<file path="src/rtl/pcm_ws_pkg.sv">
package pcm_ws_pkg;
  typedef enum logic [1:0] {
    CMD_READ  = 2'd0,
    CMD_ITER  = 2'd1,
    CMD_ABORT = 2'd2
  } bank_cmd_e;

  typedef enum logic [1:0] {
    ST_IDLE,
    ST_READ,
    ST_WRITE,
    ST_ABORT
  } sched_st_e;
endpackage

</file>
<file path="src/rtl/pcm_ws_wbuf.sv">
module pcm_ws_wbuf #(
  parameter int AW    = 8,
  parameter int DW    = 8,
  parameter int DEPTH = 4,
  localparam int PW   = (DEPTH > 1) ? $clog2(DEPTH) : 1,
  localparam int CW   = $clog2(DEPTH + 1)
) (
  input  logic          clk,
  input  logic          rst,
  input  logic          push,
  input  logic [AW-1:0] push_addr,
  input  logic [DW-1:0] push_data,
  input  logic          pop,
  output logic [AW-1:0] head_addr,
  output logic [DW-1:0] head_data,
  output logic [CW-1:0] count,
  input  logic [AW-1:0] look_addr,
  output logic          look_hit,
  output logic [DW-1:0] look_data
);
  logic [AW-1:0] addr_mem [DEPTH];
  logic [DW-1:0] data_mem [DEPTH];
  logic [PW-1:0] wp, rp;

  always_ff @(posedge clk) begin
    if (push) begin
      addr_mem[wp] <= push_addr;
      data_mem[wp] <= push_data;
    end
  end

  always_ff @(posedge clk) begin
    if (rst) begin
      wp    <= '0;
      rp    <= '0;
      count <= '0;
    end else begin
      if (push) wp <= (wp == PW'(DEPTH - 1)) ? '0 : wp + 1'b1;
      if (pop)  rp <= (rp == PW'(DEPTH - 1)) ? '0 : rp + 1'b1;
      count <= count + CW'(push) - CW'(pop);
    end
  end

  assign head_addr = addr_mem[rp];
  assign head_data = data_mem[rp];

  // Scan oldest to newest so the youngest match wins.
  always_comb begin
    logic [PW:0] slot;
    look_hit  = 1'b0;
    look_data = '0;
    for (int i = 0; i < DEPTH; i++) begin
      slot = {1'b0, rp} + (PW+1)'(i);
      if (slot >= (PW+1)'(DEPTH)) slot = slot - (PW+1)'(DEPTH);
      if ((CW'(i) < count) && (addr_mem[slot[PW-1:0]] == look_addr)) begin
        look_hit  = 1'b1;
        look_data = data_mem[slot[PW-1:0]];
      end
    end
  end
endmodule

</file>
<file path="src/rtl/pcm_wsched.sv">
module pcm_wsched
  import pcm_ws_pkg::*;
#(
  parameter int AW         = 8,
  parameter int DW         = 8,
  parameter int WB_DEPTH   = 4,
  parameter int ITERS      = 4,
  parameter int ITER_CYC   = 8,
  parameter int RD_LAT     = 2,
  parameter int MAX_CANCEL = 2,
  parameter int WIN_W      = 8
) (
  input  logic             clk,
  input  logic             rst,
  input  logic             rd_valid,
  output logic             rd_ready,
  input  logic [AW-1:0]    rd_addr,
  output logic             rsp_valid,
  output logic [DW-1:0]    rsp_data,
  output logic             rsp_from_buf,
  input  logic             wr_valid,
  output logic             wr_ready,
  input  logic [AW-1:0]    wr_addr,
  input  logic [DW-1:0]    wr_data,
  input  logic [WIN_W-1:0] cancel_win,
  output logic             cmd_valid,
  output logic [1:0]       cmd_type,
  output logic [AW-1:0]    cmd_addr,
  output logic [DW-1:0]    cmd_data,
  input  logic [DW-1:0]    bank_rdata,
  output logic             wr_done,
  output logic [AW-1:0]    wr_done_addr
);
  localparam int CW  = $clog2(WB_DEPTH + 1);
  localparam int ITW = $clog2(ITERS + 1);
  localparam int CYW = $clog2(ITER_CYC + RD_LAT + 2);
  localparam int KW  = $clog2(MAX_CANCEL + 1);

  sched_st_e       st;
  logic [CYW-1:0]  cnt;
  logic [ITW-1:0]  iters_done;
  logic [WIN_W-1:0] elapsed;
  logic [KW-1:0]   cancels;
  logic            rd_held;
  logic [AW-1:0]   rd_addr_q;

  logic [AW-1:0]   head_addr;
  logic [DW-1:0]   head_data;
  logic [CW-1:0]   wb_count;
  logic            hit;
  logic [DW-1:0]   hit_data;

  logic push, pop_now, hit_now, miss_pend, near_full, can_cancel, do_cancel, last_iter;

  assign rd_ready   = !rd_held;
  assign wr_ready   = wb_count < CW'(WB_DEPTH);
  assign push       = wr_valid && wr_ready;
  assign hit_now    = rd_held && hit && (st != ST_READ);
  assign miss_pend  = rd_held && !hit && (st != ST_READ);
  assign near_full  = {wb_count, 2'b00} > (CW+2)'(3 * WB_DEPTH);
  assign can_cancel = !near_full && (cancels < KW'(MAX_CANCEL)) && (elapsed < cancel_win);
  assign do_cancel  = (st == ST_WRITE) && miss_pend && can_cancel;
  assign last_iter  = iters_done == ITW'(ITERS - 1);
  assign pop_now    = (st == ST_WRITE) && !do_cancel && (cnt == '0) && last_iter;

  pcm_ws_wbuf #(.AW(AW), .DW(DW), .DEPTH(WB_DEPTH)) u_wbuf (
    .clk       (clk),
    .rst       (rst),
    .push      (push),
    .push_addr (wr_addr),
    .push_data (wr_data),
    .pop       (pop_now),
    .head_addr (head_addr),
    .head_data (head_data),
    .count     (wb_count),
    .look_addr (rd_addr_q),
    .look_hit  (hit),
    .look_data (hit_data)
  );

  always_ff @(posedge clk) begin
    if (rst) begin
      st           <= ST_IDLE;
      cnt          <= '0;
      iters_done   <= '0;
      elapsed      <= '0;
      cancels      <= '0;
      rd_held      <= 1'b0;
      rd_addr_q    <= '0;
      rsp_valid    <= 1'b0;
      rsp_data     <= '0;
      rsp_from_buf <= 1'b0;
      cmd_valid    <= 1'b0;
      cmd_type     <= CMD_READ;
      cmd_addr     <= '0;
      cmd_data     <= '0;
      wr_done      <= 1'b0;
      wr_done_addr <= '0;
    end else begin
      cmd_valid <= 1'b0;
      rsp_valid <= 1'b0;
      wr_done   <= 1'b0;
      if (rd_valid && rd_ready) begin
        rd_held   <= 1'b1;
        rd_addr_q <= rd_addr;
      end
      if (hit_now) begin
        rsp_valid    <= 1'b1;
        rsp_data     <= hit_data;
        rsp_from_buf <= 1'b1;
        rd_held      <= 1'b0;
      end
      case (st)
        ST_IDLE: begin
          if (miss_pend) begin
            cmd_valid <= 1'b1;
            cmd_type  <= CMD_READ;
            cmd_addr  <= rd_addr_q;
            cmd_data  <= '0;
            cnt       <= CYW'(RD_LAT - 1);
            st        <= ST_READ;
          end else if (!hit_now && wb_count != '0) begin
            cmd_valid <= 1'b1;
            cmd_type  <= CMD_ITER;
            cmd_addr  <= head_addr;
            cmd_data  <= head_data;
            cnt       <= CYW'(ITER_CYC - 1);
            st        <= ST_WRITE;
            if (iters_done == '0) elapsed <= '0;
          end
        end
        ST_READ: begin
          if (cnt == '0) begin
            rsp_valid    <= 1'b1;
            rsp_data     <= bank_rdata;
            rsp_from_buf <= 1'b0;
            rd_held      <= 1'b0;
            st           <= ST_IDLE;
          end else begin
            cnt <= cnt - 1'b1;
          end
        end
        ST_WRITE: begin
          if (elapsed != '1) elapsed <= elapsed + 1'b1;
          if (do_cancel) begin
            cmd_valid  <= 1'b1;
            cmd_type   <= CMD_ABORT;
            cmd_addr   <= head_addr;
            cmd_data   <= '0;
            iters_done <= '0;
            cancels    <= cancels + 1'b1;
            cnt        <= CYW'(1);
            st         <= ST_ABORT;
          end else if (cnt == '0) begin
            st <= ST_IDLE;
            if (last_iter) begin
              wr_done      <= 1'b1;
              wr_done_addr <= head_addr;
              iters_done   <= '0;
              cancels      <= '0;
            end else begin
              iters_done <= iters_done + 1'b1;
            end
          end else begin
            cnt <= cnt - 1'b1;
          end
        end
        default: begin
          if (cnt == '0) st <= ST_IDLE;
          else           cnt <= cnt - 1'b1;
        end
      endcase
    end
  end
endmodule

</file>
<file path="config.mk">
export PLATFORM = sky130hd
export DESIGN_NAME = pcm_wsched
export DESIGN_NICKNAME = d
export VERILOG_FILES = /design/src/rtl/pcm_ws_pkg.sv /design/src/rtl/pcm_ws_wbuf.sv /design/src/rtl/pcm_wsched.sv
export SDC_FILE = /design/constraint.sdc
export NUM_CORES = 1
export LEC_CHECK = 0
export ABC_AREA = 1
export CAP_MARGIN = 20
export CELL_PAD_IN_SITES_DETAIL_PLACEMENT = 0
export CELL_PAD_IN_SITES_GLOBAL_PLACEMENT = 2
export CORE_MARGIN = 10
export CORE_UTILIZATION = 34
export CTS_BUF_LIST = sky130_fd_sc_hd__clkbuf_2
export CTS_CLUSTER_SIZE = 8
export DETAILED_ROUTE_END_ITERATION = 8
export PLACE_DENSITY_LB_ADDON = 0.1
export SYNTH_ARGS = -nofsm -noshare
export SYNTH_HDL_FRONTEND = slang
export SYNTH_SLANG_ARGS = --single-unit
</file>
<file path="constraint.sdc">
create_clock -name clk -period 3.9 [get_ports clk]
set_input_delay 0.39 -clock clk [delete_from_list [all_inputs] [get_ports clk]]
set_output_delay 0.39 -clock clk [all_outputs]
set_load 0.1 [all_outputs]
</file>
# Word level (Yosys, flattened, before mapping)

Memories as Yosys holds them, arrays and structs flattened. A register that Yosys moved wholly into a read port is not among the register bits.
Index checks and enable logic that the tools add are counted.

Reductions and logical operators: 36
Bitwise logic cells: 3
Muxes and demuxes: 71
Add/sub/neg operators: 15
Order comparisons: 12
Equal/unequal tests: 17

Operator list:

| operator            | number |
|---|---|
| $mux 8              | 17 |
| $pmux 8 s2          | 3 |
| $mux 2              | 20 |
| $eq 8x8->1          | 4 |
| $mux 1              | 20 |
| $logic_and 1x1->1   | 18 |
| $mux 4              | 4 |
| $ge 3x3->1 const B  | 3 |
| $mux 3              | 3 |
| $add 8x1->8 const B | 1 |
| $lt 8x8->1          | 1 |
| $ne 2x2->1 const B  | 4 |
| $ne 8x8->1 const B  | 1 |
| $pmux 2 s2          | 2 |
| $pmux 4 s2          | 1 |
| $sub 2x1->2 const B | 4 |
| $add 2x1->2 const B | 3 |
| $add 2x2->3 const B | 2 |
| $eq 2x2->1 const B  | 3 |
| $lt 1x3->1 const A  | 2 |
| $lt 2x3->1 const A  | 2 |
| $reduce_and 3->1    | 2 |
| $reduce_bool 2->1   | 3 |
| $gt 5x4->1 const B  | 1 |
| 23 further kinds    | 30 |

Bits of input ports: 44
Output and inout port bits: 40
RAM bits: 64
Flip-flop bits (word level): 73
Memories: 2

Memories:

| name            | depth | bits a word | read ports | clocked after Yosys merged registers in | wr ports | line              | RTL |
|---|---|---|---|---|---|---|---|
| u_wbuf.addr_mem | 4     | 8           | 5          | 1                                       | 1        | pcm_ws_wbuf.sv:21 | `logic [AW-1:0] addr_mem [DEPTH];` |
| u_wbuf.data_mem | 4     | 8           | 5          | 1                                       | 1        | pcm_ws_wbuf.sv:22 | `logic [DW-1:0] data_mem [DEPTH];` |

# Depth between registers and ports, before layout

Gate-level depths: netlist (run 1).
An unclocked memory read counts as a cell.

Word-level depth: 20
Gate-level depth with buffers: 23

# By module

Synthesis (run 1) repeated with hierarchy kept, for this count alone.

Cells, all modules: 1132
Area total of the unflattened synthesis: 8242.9 sq um

Modules (own cells, without submodules):

| module      | cells each | times used | area an instance (sq um) |
|---|---|---|---|
| pcm_ws_wbuf | 670        | 1          | 4991.0 |
| pcm_wsched  | 462        | 1          | 3251.9 |

# Worst setup path after synthesis (run 1)

OpenSTA, ideal clock, no wires.

Path kind: reg-to-reg
Start point: register u_wbuf.count[2]
End point: register u_wbuf.count[2]
Slack: 581 ps
Period minus slack after synthesis: 3319 ps
Cell stages (with the launch flop): 20
Data arrival time: 3191 ps
Required time: 3771 ps
Path through: dfxtp_1 > inv_1 > ha_1 > a21oi_1 > nand2_1 > nor2_1 > nand3_1 > nor2_4 > nor2_2 > nand2_2 > inv_2 > nand3_2 > nand2_2 > buf_4 > xor2_1 > ha_1 > inv_1 > fa_1 > xnor2_1 > nor2_1

Elaborated cells between the ends (all ways): 29

RTL lines:

| item                   | line              | RTL |
|---|---|---|
| start, declared        | pcm_ws_wbuf.sv:16 | `output logic [CW-1:0] count,` |
| start signal, assigned | pcm_ws_wbuf.sv:40 | `count <= count + CW'(push) - CW'(pop);` |
| $lt 3x3->1             | pcm_wsched.sv:56  | `assign wr_ready = wb_count < CW'(WB_DEPTH);` |
| via wr_ready           | pcm_wsched.sv:22  | `output logic wr_ready,` |
| $logic_and 1x1->1      | pcm_wsched.sv:57  | `assign push = wr_valid && wr_ready;` |
| $add 3x1->3            | pcm_ws_wbuf.sv:40 |  |
| $sub 3x1->3            | pcm_ws_wbuf.sv:40 |  |

The timed path passes the listed nets, and every way through them passes these cells.
A chain may end at the register's enable or synchronous reset.

==> flow_summary.rst, run 1 <==
.. list-table::
   :header-rows: 1

   * - Metric
     - Value
   * - Result of the run
     - complete, no violations
   * - HP Class
     - in2reg
   * - Maximum number of pins on one net before global-route repair
     - between 70 and 80
   * - R2r worst-path depth
     - 19
   * - Category of the worst setup path launch point
     - flip-flop
   * - DRC
     - 0
   * - Port Buffer Count
     - 83
   * - Clock root cell
     - sky130_fd_sc_hd__clkbuf_2
   * - Combined global-route utilization of all metal layers
     - 0.1670
   * - Iteration count of the initial detailed-routing pass
     - 6
   * - Final-layout setup total negative slack
     - 0 ns
   * - Total overflow reported by the global router
     - 0
   * - Initial antenna violation count
     - 1
   * - Cell variety after synth
     - between 40 and 50
   * - Depth of the CTS H-tree
     - 4
   * - Slack of the worst reg-to-reg path
     - between 0.5 and 0.6 ns
   * - Share of cell area taken by muxes after synthesis
     - 0
   * - EDFF count, synth
     - 64
   * - Worst hold start
     - wr_data[2]
   * - Syn nets
     - between 1000 and 1500
   * - Ports placed on the boundary
     - 84
   * - Power density relative to cell area
     - between 500 and 600 nW/um2
   * - Total of endpoints with negative setup slack in the final report
     - 0
   * - Final-report hold violation count
     - 0
   * - Final Core Density
     - 0.4046
   * - Endpoint required time on the critical path
     - 4.46 ns
   * - Die Span Y
     - roughly 170 um
   * - Min-Delay Path Depth
     - 1
   * - Worst Max-Slew Pin Slew
     - 1.027 ns
   * - Core Box Area
     - 23470 um2
   * - Wirelength per Cell
     - ~17 um
   * - Synthesized-area fraction occupied by adder cells
     - 0.03184
   * - Unrepaired setup endpoints after global routing
     - no
   * - Post-detail-place hpwl
     - 18.84 mm
   * - Static power due to leakage
     - slightly below 4 nW
   * - Proportion of layout cells with a drive suffix above 1
     - 0.07498
   * - DIE AREA
     - around 30000 um2
   * - Min cycle time layout
     - about 3.4 ns
   * - Number of sinks driven by the clock tree
     - ~140
   * - Clock tree from TritonCTS
     - yes
   * - Compound-cell area share of the yosys netlist
     - 0.1423
   * - Buffers from clock root to sink, at most
     - 2
   * - Switching power
     - between 0.002 and 0.0025 W
   * - Basic-gate share of the synthesized area counting and, or, nand and nor cells
     - 0.3034
   * - Number of post-CTS setup repair buffers
     - 0
   * - Cell area after placement
     - 9188 um2
   * - First-pass GRT wire length
     - a little over 40 mm
   * - Net count, final
     - roughly 1200
   * - Clock Latency Late Sink
     - 0.70 ns
   * - Number of cells produced by synthesis
     - 1104
   * - Post-synth top area share
     - 0.2374
   * - Share of async-settable or async-resettable flops after synthesis
     - 0
   * - Total vias in the final route
     - approximately 7300
   * - Sequential fraction of the synthesis area
     - 0.4229
   * - Via density per instance
     - roughly 4.9
   * - Critical Path Fanout Max
     - 11
   * - Area of all placed cells without fillers
     - around 9500 um2
   * - Drt total wl
     - around 25 mm
   * - Maximum resistive drop on vdd
     - between 200 and 300 uV
   * - Combinational power share
     - 0.436
   * - Top post-synthesis cells by area
     - sky130_fd_sc_hd__edfxtp_1 24%, sky130_fd_sc_hd__dfxtp_1 19%, sky130_fd_sc_hd__nand2_1 14%, sky130_fd_sc_hd__nand3_1 7.6%, sky130_fd_sc_hd__a21oi_1 5.2%
   * - Die span in x
     - ~170 um
   * - Num CTS Buffers
     - 17
   * - Mean area per synthesized cell
     - around 7.3 um2
   * - Effective utilization at floorplan
     - 0.3449
   * - Site row count
     - between 50 and 60
   * - Syn. warnings
     - 0
   * - Post-synthesis cell type with the largest combined area
     - sky130_fd_sc_hd__edfxtp_1
   * - # Max-Cap Violations
     - 0
   * - Seq cells post-synth
     - about 140
   * - Sequential cell fraction of total power
     - 0.365
   * - Final setup skew
     - between 0.04 and 0.05 ns
   * - Fraction of power spent switching nets
     - 0.4632
   * - Critical Path Sink Type
     - flip-flop
   * - Capturing point of the worst reg2reg path
     - u_wbuf.count[2]
   * - DRT antenna net count
     - 0
   * - Final worst-path cycle share
     - 0.8708
   * - Internal power of the cells
     - between 0.002 and 0.003 W
   * - Crit Path Class
     - reg2reg
   * - Post-synth top flop
     - sky130_fd_sc_hd__dfxtp_1
   * - Hold-fix buffer count after cts
     - 0
   * - Fillcell total
     - approximately 2500
   * - Vias in the first global route
     - 7108
   * - RePlAce Congestion
     - 0.8641
   * - Data arrival time at the worst-slack endpoint
     - between 3 and 4 ns
   * - Xor and xnor fraction of the mapped netlist area
     - 0.01515
   * - Initial DRC Count
     - 534
   * - # resized after CTS
     - 0
   * - Layout overhead on the synthesized area
     - 17.33%
   * - Dominant combinational cell family by area after synthesis
     - simple AND/OR/NAND/NOR gates
   * - Highest attainable clock frequency
     - 294.5 MHz
   * - Final Max Slew Viols
     - 0
   * - Synthesized cell area
     - 8095 um2
   * - Clock slew at the register clock pins of the worst setup and hold paths
     - 0.26 ns
   * - Endpoint, Worst Hold
     - u_wbuf.data_mem[2][2]
   * - Clk network pwr share
     - 0.199
   * - Max_slew headroom
     - 0.3132
## flip-flops by register name, summed over array words and instances (netlist names), 2 cells and up, named ones only
name / cells
u_wbuf.addr_mem: 32
u_wbuf.data_mem: 32
cmd_addr: 8
cmd_data: 8
elapsed: 8
rd_addr_q: 8
rsp_data: 8
wr_done_addr: 8
cnt: 4
iters_done: 3
u_wbuf.count: 3
cancels: 2
cmd_type: 2
st: 2
u_wbuf.rp: 2
u_wbuf.wp: 2
## worst max path at each step
stage | end | slack (ns)
finish | u_wbuf.count[2] | 0.50
global route | u_wbuf.count[2] | 0.21
CTS | u_wbuf.count[2] | 0.49
detailed placement | u_wbuf.count[2] | 0.55
global placement | u_wbuf.count[2] | 0.60
floorplan | u_wbuf.count[2] | 0.58
## synth_stat cells (7+ instances only)
cell type and count:
sky130_fd_sc_hd__a21oi_1 84, sky130_fd_sc_hd__or2_2 11, sky130_fd_sc_hd__o211ai_1 16, sky130_fd_sc_hd__nand3b_1 9
sky130_fd_sc_hd__nor2_1 83, sky130_fd_sc_hd__nand2_1 296, sky130_fd_sc_hd__edfxtp_1 64, sky130_fd_sc_hd__o21ai_1 15
sky130_fd_sc_hd__nand3_1 123, sky130_fd_sc_hd__xor2_1 10, sky130_fd_sc_hd__o21ai_0 77, sky130_fd_sc_hd__ha_1 19
sky130_fd_sc_hd__o2bb2ai_1 8, sky130_fd_sc_hd__inv_1 95, sky130_fd_sc_hd__buf_2 11, sky130_fd_sc_hd__buf_4 8
sky130_fd_sc_hd__dfxtp_1 75, sky130_fd_sc_hd__clkbuf_1 23, sky130_fd_sc_hd__inv_2 7, sky130_fd_sc_hd__nor3_1 23
## power by group through the flow
stage	sequential, W	combinational, W	clock [W]
detailed placement	0.00199	0.00236	0
global route	0.00199	0.00257	0.00117
finish	0.00196	0.00234	0.00107
floorplan	0.00265	0.00106	0
CTS	0.00196	0.00237	0.00111
global placement	0.00200	0.00237	0
## cells in the final DEF, fill, tap and decap left out, drive strengths merged
cell type / netlist / final
edfxtp: 64 / 64
o211ai: 17 / 17
o21a: 1 / 1
o21ai: 92 / 92
nand4: 4 / 4
nor2: 90 / 90
o2bb2ai: 8 / 8
inv: 103 / 105
buf: 27 / 19
clkdlybuf4s50: 0 / 83
a21oi: 85 / 85
nand2: 302 / 302
a31oi: 2 / 2
a41oi: 1 / 1
clkbuf: 24 / 18
ha: 19 / 19
or2: 11 / 11
xor2: 10 / 10
nor3: 23 / 23
fa: 1 / 1
clkinvlp: 0 / 2
o2111ai: 1 / 1
diode: 0 / 1
dfxtp: 75 / 75
nand3b: 9 / 9
xnor2: 4 / 4
a211oi: 3 / 3
clkinv: 2 / 7
bufinv: 0 / 5
nand3: 126 / 126
## worst max-delay path: stages (launching register included)
cell and delay (ns):
sky130_fd_sc_hd__dfxtp_1 0.70, sky130_fd_sc_hd__inv_2 0.21, sky130_fd_sc_hd__nand3_1 0.14, sky130_fd_sc_hd__nand2_1 0.19
sky130_fd_sc_hd__nand2_1 0.11, sky130_fd_sc_hd__nand2_1 0.05, sky130_fd_sc_hd__nor2_1 0.10, sky130_fd_sc_hd__nand3_1 0.11
sky130_fd_sc_hd__nor2_2 0.25, sky130_fd_sc_hd__nor2_4 0.06, sky130_fd_sc_hd__nand2_2 0.08, sky130_fd_sc_hd__inv_2 0.06
sky130_fd_sc_hd__nand3_2 0.07, sky130_fd_sc_hd__nand2_2 0.15, sky130_fd_sc_hd__xor2_1 0.18, sky130_fd_sc_hd__ha_1 0.16
sky130_fd_sc_hd__inv_1 0.05, sky130_fd_sc_hd__fa_1 0.40, sky130_fd_sc_hd__xnor2_1 0.16, sky130_fd_sc_hd__nor2_1 0.05
## kinds of logic after synthesis
| kind of cell | Yosys count |
|---|---|
| simple gates | 565 |
| compound gates | 210 |
| buf+inv | 156 |
| flops | 139 |
| fa+ha+maj | 20 |
| xor+xnor | 14 |
## final cells by class
type / count / area, um2 / area share
antenna: 1 / 2.502 / 0.0002635
clock buffer: 18 / 90.09 / 0.009485
clock inverter: 14 / 217.7 / 0.02292
inverter: 105 / 401.6 / 0.04229
multi-input combinational: 809 / 3989 / 0.4200
sequential: 139 / 3425 / 0.3606
tap: 319 / 399.1 / 0.04202
timing repair buffer: 102 / 973.4 / 0.1025
## routing by layer
metal  up-vias  GRT usage  wire, um
met4         0    0.04026       207
met3        12    0.02254       968
li1       3819          -         -
met2       151     0.2407     10630
met1      3349     0.2538     13640
met5         -          0         0
## through the flow
stage / worst slack, ns / hold WS (ns) / power (W) / instances
2_1_floorplan: 0.5805 / 0.4397 / 0.003705 / 1104
3_3_place_gp: 0.5980 / 0.4519 / 0.004365 / 1474
3_5_place_dp: 0.5493 / 0.4542 / 0.004352 / 1474
4_1_cts: 0.4897 / 0.2050 / 0.005435 / 1506
5_1_grt: 0.2079 / 0.1907 / 0.005734 / 1507
6_report: 0.5039 / 0.2772 / 0.005373 / 1507
(Power assumes the default switching activity.)
==> run 2, diff against run 1 <==
Settings changed: RECOVER_POWER from default to 25.
==> run 2 against run 1 <==
Net effect:
- hold slack better by 0.051 ns
- non-clock buffer count did not move
- cell count stayed put
- routed wire length is 0.16% lower
- utilization is the same
- critical path type unchanged
==> flow_summary.rst, run 2 (synthesized netlist as in run 1, its figures left out) <==
.. list-table::
   :header-rows: 1

   * - Metric
     - Value
   * - Result of the run
     - complete, no violations
   * - Total vias in the final route
     - 7319
   * - CP Buf/Inv Count
     - 3
   * - Clk network pwr share
     - 0.199
   * - Wirelength per Cell
     - approximately 17 um
   * - Net count, final
     - ~1200
   * - Total overflow reported by the global router
     - 0
   * - Sequential cell fraction of total power
     - 0.365
   * - Number of post-CTS setup repair buffers
     - 0
   * - Clock Latency Late Sink
     - roughly 0.69 ns
   * - Port Buffer Count
     - between 80 and 90
   * - Layout overhead on the synthesized area
     - 17.33%
   * - Combinational power share
     - 0.436
   * - Effective utilization at floorplan
     - 0.3449
   * - Final setup skew
     - slightly above 0.05 ns
   * - Maximum number of pins on one net before global-route repair
     - between 70 and 80
   * - Core Box Area
     - ~23000 um2
   * - Worst hold start
     - rd_addr[1]
   * - Internal power of the cells
     - about 0.0029 W
   * - Critical Path Sink Type
     - flip-flop
   * - Final-report hold violation count
     - 0
   * - Cell with the largest stage delay on the worst path
     - sky130_fd_sc_hd__dfxtp_1
   * - Min cycle time layout
     - 3.404 ns
   * - Combined global-route utilization of all metal layers
     - 0.1670
   * - Final-layout setup total negative slack
     - 0 ns
   * - DRT antenna net count
     - 0
   * - Fraction of power spent switching nets
     - 0.4632
   * - Fillcell total
     - 2519
   * - Vias in the first global route
     - approximately 7100
   * - Most frequent standard cell in the layout excluding fill and tap cells
     - sky130_fd_sc_hd__nand2_1
   * - Endpoint required time on the critical path
     - roughly 4.5 ns
   * - Most numerous cell on the critical path
     - sky130_fd_sc_hd__nand2_1
   * - HP Class
     - in2reg
   * - Critical Path Fanout Max
     - 11
   * - Final cell count without fillers
     - between 1500 and 2000
   * - Data arrival time at the worst-slack endpoint
     - 3.96 ns
   * - Num CTS Buffers
     - 17
   * - Die Span Y
     - ~170 um
   * - Clock tree from TritonCTS
     - yes
   * - Total of endpoints with negative setup slack in the final report
     - 0
   * - Drt total wl
     - 25.40 mm
   * - Worst Max-Slew Pin Slew
     - 1.027 ns
   * - # Max-Cap Violations
     - 0
   * - Depth of the CTS H-tree
     - 4
   * - Buffers from clock root to sink, at most
     - 2
   * - # resized after CTS
     - 0
   * - Ports placed on the boundary
     - between 80 and 90
   * - Site row count
     - 56
   * - Power density relative to cell area
     - roughly 560 nW/um2
   * - Hold-fix buffer count after cts
     - 0
   * - Largest registers
     - u_wbuf.addr_mem (32), u_wbuf.data_mem (32)
   * - Clock slew at the register clock pins of the worst setup and hold paths
     - 0.22 ns
   * - First-pass GRT wire length
     - 40.77 mm
   * - Max_slew headroom
     - 0.3132
   * - Highest attainable clock frequency
     - roughly 300 MHz
   * - Proportion of layout cells with a drive suffix above 1
     - 0.07498
   * - DIE AREA
     - approximately 30000 um2
   * - Final Max Slew Viols
     - 0
   * - RePlAce Congestion
     - around 0.86
   * - Post-detail-place hpwl
     - around 19 mm
   * - Clock root cell
     - sky130_fd_sc_hd__clkbuf_2
   * - Cells traversed along the worst timing path
     - inv_2 > nand3_1 > nand2_1 > nand2_1 > nand2_1 > nor2_1 > nand3_1 > nor2_2 > nor2_4 > nand2_2 > inv_2 > nand3_2 > nand2_2 > xor2_1 > ha_1 > inv_1 > fa_1 > xnor2_1 > nor2_1
   * - Die span in x
     - around 170 um
   * - Initial DRC Count
     - between 500 and 600
   * - Via density per instance
     - between 4 and 5
   * - Footprint of the flip-flops and latches
     - about 3400 um2
   * - Worst path max stage delay
     - 0.71 ns
   * - Iteration count of the initial detailed-routing pass
     - 5
   * - Commonest non-fill, non-tap cells in the layout
     - 296 x sky130_fd_sc_hd__nand2_1, 123 x sky130_fd_sc_hd__nand3_1, 95 x sky130_fd_sc_hd__inv_1
   * - Final worst-path cycle share
     - 0.8729
   * - Static power due to leakage
     - just under 4 nW
   * - Family of cells with the greatest summed delay on the critical path
     - simple AND/OR/NAND/NOR gates
   * - Switching power
     - between 0.002 and 0.0025 W
   * - Initial antenna violation count
     - 1
   * - Category of the worst setup path launch point
     - flip-flop
   * - Number of sinks driven by the clock tree
     - 139
   * - Multi-input gate area
     - between 3000 and 4000 um2
   * - Crit Path Class
     - reg2reg
   * - DRC
     - 0
   * - Maximum resistive drop on vdd
     - between 200 and 300 uV
   * - Unrepaired setup endpoints after global routing
     - no
   * - Placed Instances
     - approximately 1500
## run 2: worst paths after layout
kind,cells past startpoint,endpoint,slack [ns]
max,19,u_wbuf.count[2],0.50
min,3,rd_addr_q[1],0.33
min reg2reg,2,cmd_type[0],0.48
max reg2reg,19,u_wbuf.count[2],0.50
## run 2: cell type report
class,instances,area share
Timing Repair Buffer,102,0.1025
Clock inverter,14,0.02292
Tap cell,319,0.04202
Sequential cell,139,0.3606
Multi-Input combinational cell,809,0.4200
Clock buffer,18,0.009485
Inverter,105,0.04229
Antenna cell,1,0.0002635
## run 2: power by group through the flow
| stage | Clock [W] | Sequential (W) | Combinational [W] |
|---|---|---|---|
| floorplan | 0 | 0.00265 | 0.00106 |
| global placement | 0 | 0.00200 | 0.00237 |
| detailed placement | 0 | 0.00199 | 0.00236 |
| CTS | 0.00111 | 0.00196 | 0.00237 |
| global route | 0.00117 | 0.00199 | 0.00257 |
| finish | 0.00107 | 0.00196 | 0.00234 |
## run 2: worst register-to-register path, cell delays in order (launching register included)
cell                      delay [ns]
sky130_fd_sc_hd__dfxtp_1        0.71
sky130_fd_sc_hd__inv_2          0.21
sky130_fd_sc_hd__nand3_1        0.14
sky130_fd_sc_hd__nand2_1        0.19
sky130_fd_sc_hd__nand2_1        0.11
sky130_fd_sc_hd__nand2_1        0.05
sky130_fd_sc_hd__nor2_1         0.10
sky130_fd_sc_hd__nand3_1        0.11
sky130_fd_sc_hd__nor2_2         0.25
sky130_fd_sc_hd__nor2_4         0.06
sky130_fd_sc_hd__nand2_2        0.08
sky130_fd_sc_hd__inv_2          0.06
sky130_fd_sc_hd__nand3_2        0.07
sky130_fd_sc_hd__nand2_2        0.15
sky130_fd_sc_hd__xor2_1         0.19
sky130_fd_sc_hd__ha_1           0.16
sky130_fd_sc_hd__inv_1          0.05
sky130_fd_sc_hd__fa_1           0.40
sky130_fd_sc_hd__xnor2_1        0.16
sky130_fd_sc_hd__nor2_1         0.05
## run 2: routing by layer
layer / track usage / wire length (um) / part of all wire / vias up
met4: 0.04026 / 204 / 0.0080 / 0
li1: - / - / - / 3818
met2: 0.2407 / 10570 / 0.42 / 149
met3: 0.02254 / 1062 / 0.042 / 11
met1: 0.2538 / 13570 / 0.53 / 3341
met5: 0 / 0 / 0 / -
## run 2: stage by stage
stage	hold slack (ns)	total power (W)	worst slack (ns)	cell area (um2)	utilization
after global routing	0.2660	0.005731	0.2079	9498	0.4046
after floorplan	0.4397	0.003705	0.5805	8095	-
after global placement	0.4519	0.004365	0.5980	9188	0.3914
after CTS	0.2050	0.005435	0.4897	9495	0.4045
final	0.3280	0.005366	0.4957	9498	0.4046
after detailed placement	0.4542	0.004352	0.5493	9188	0.3914
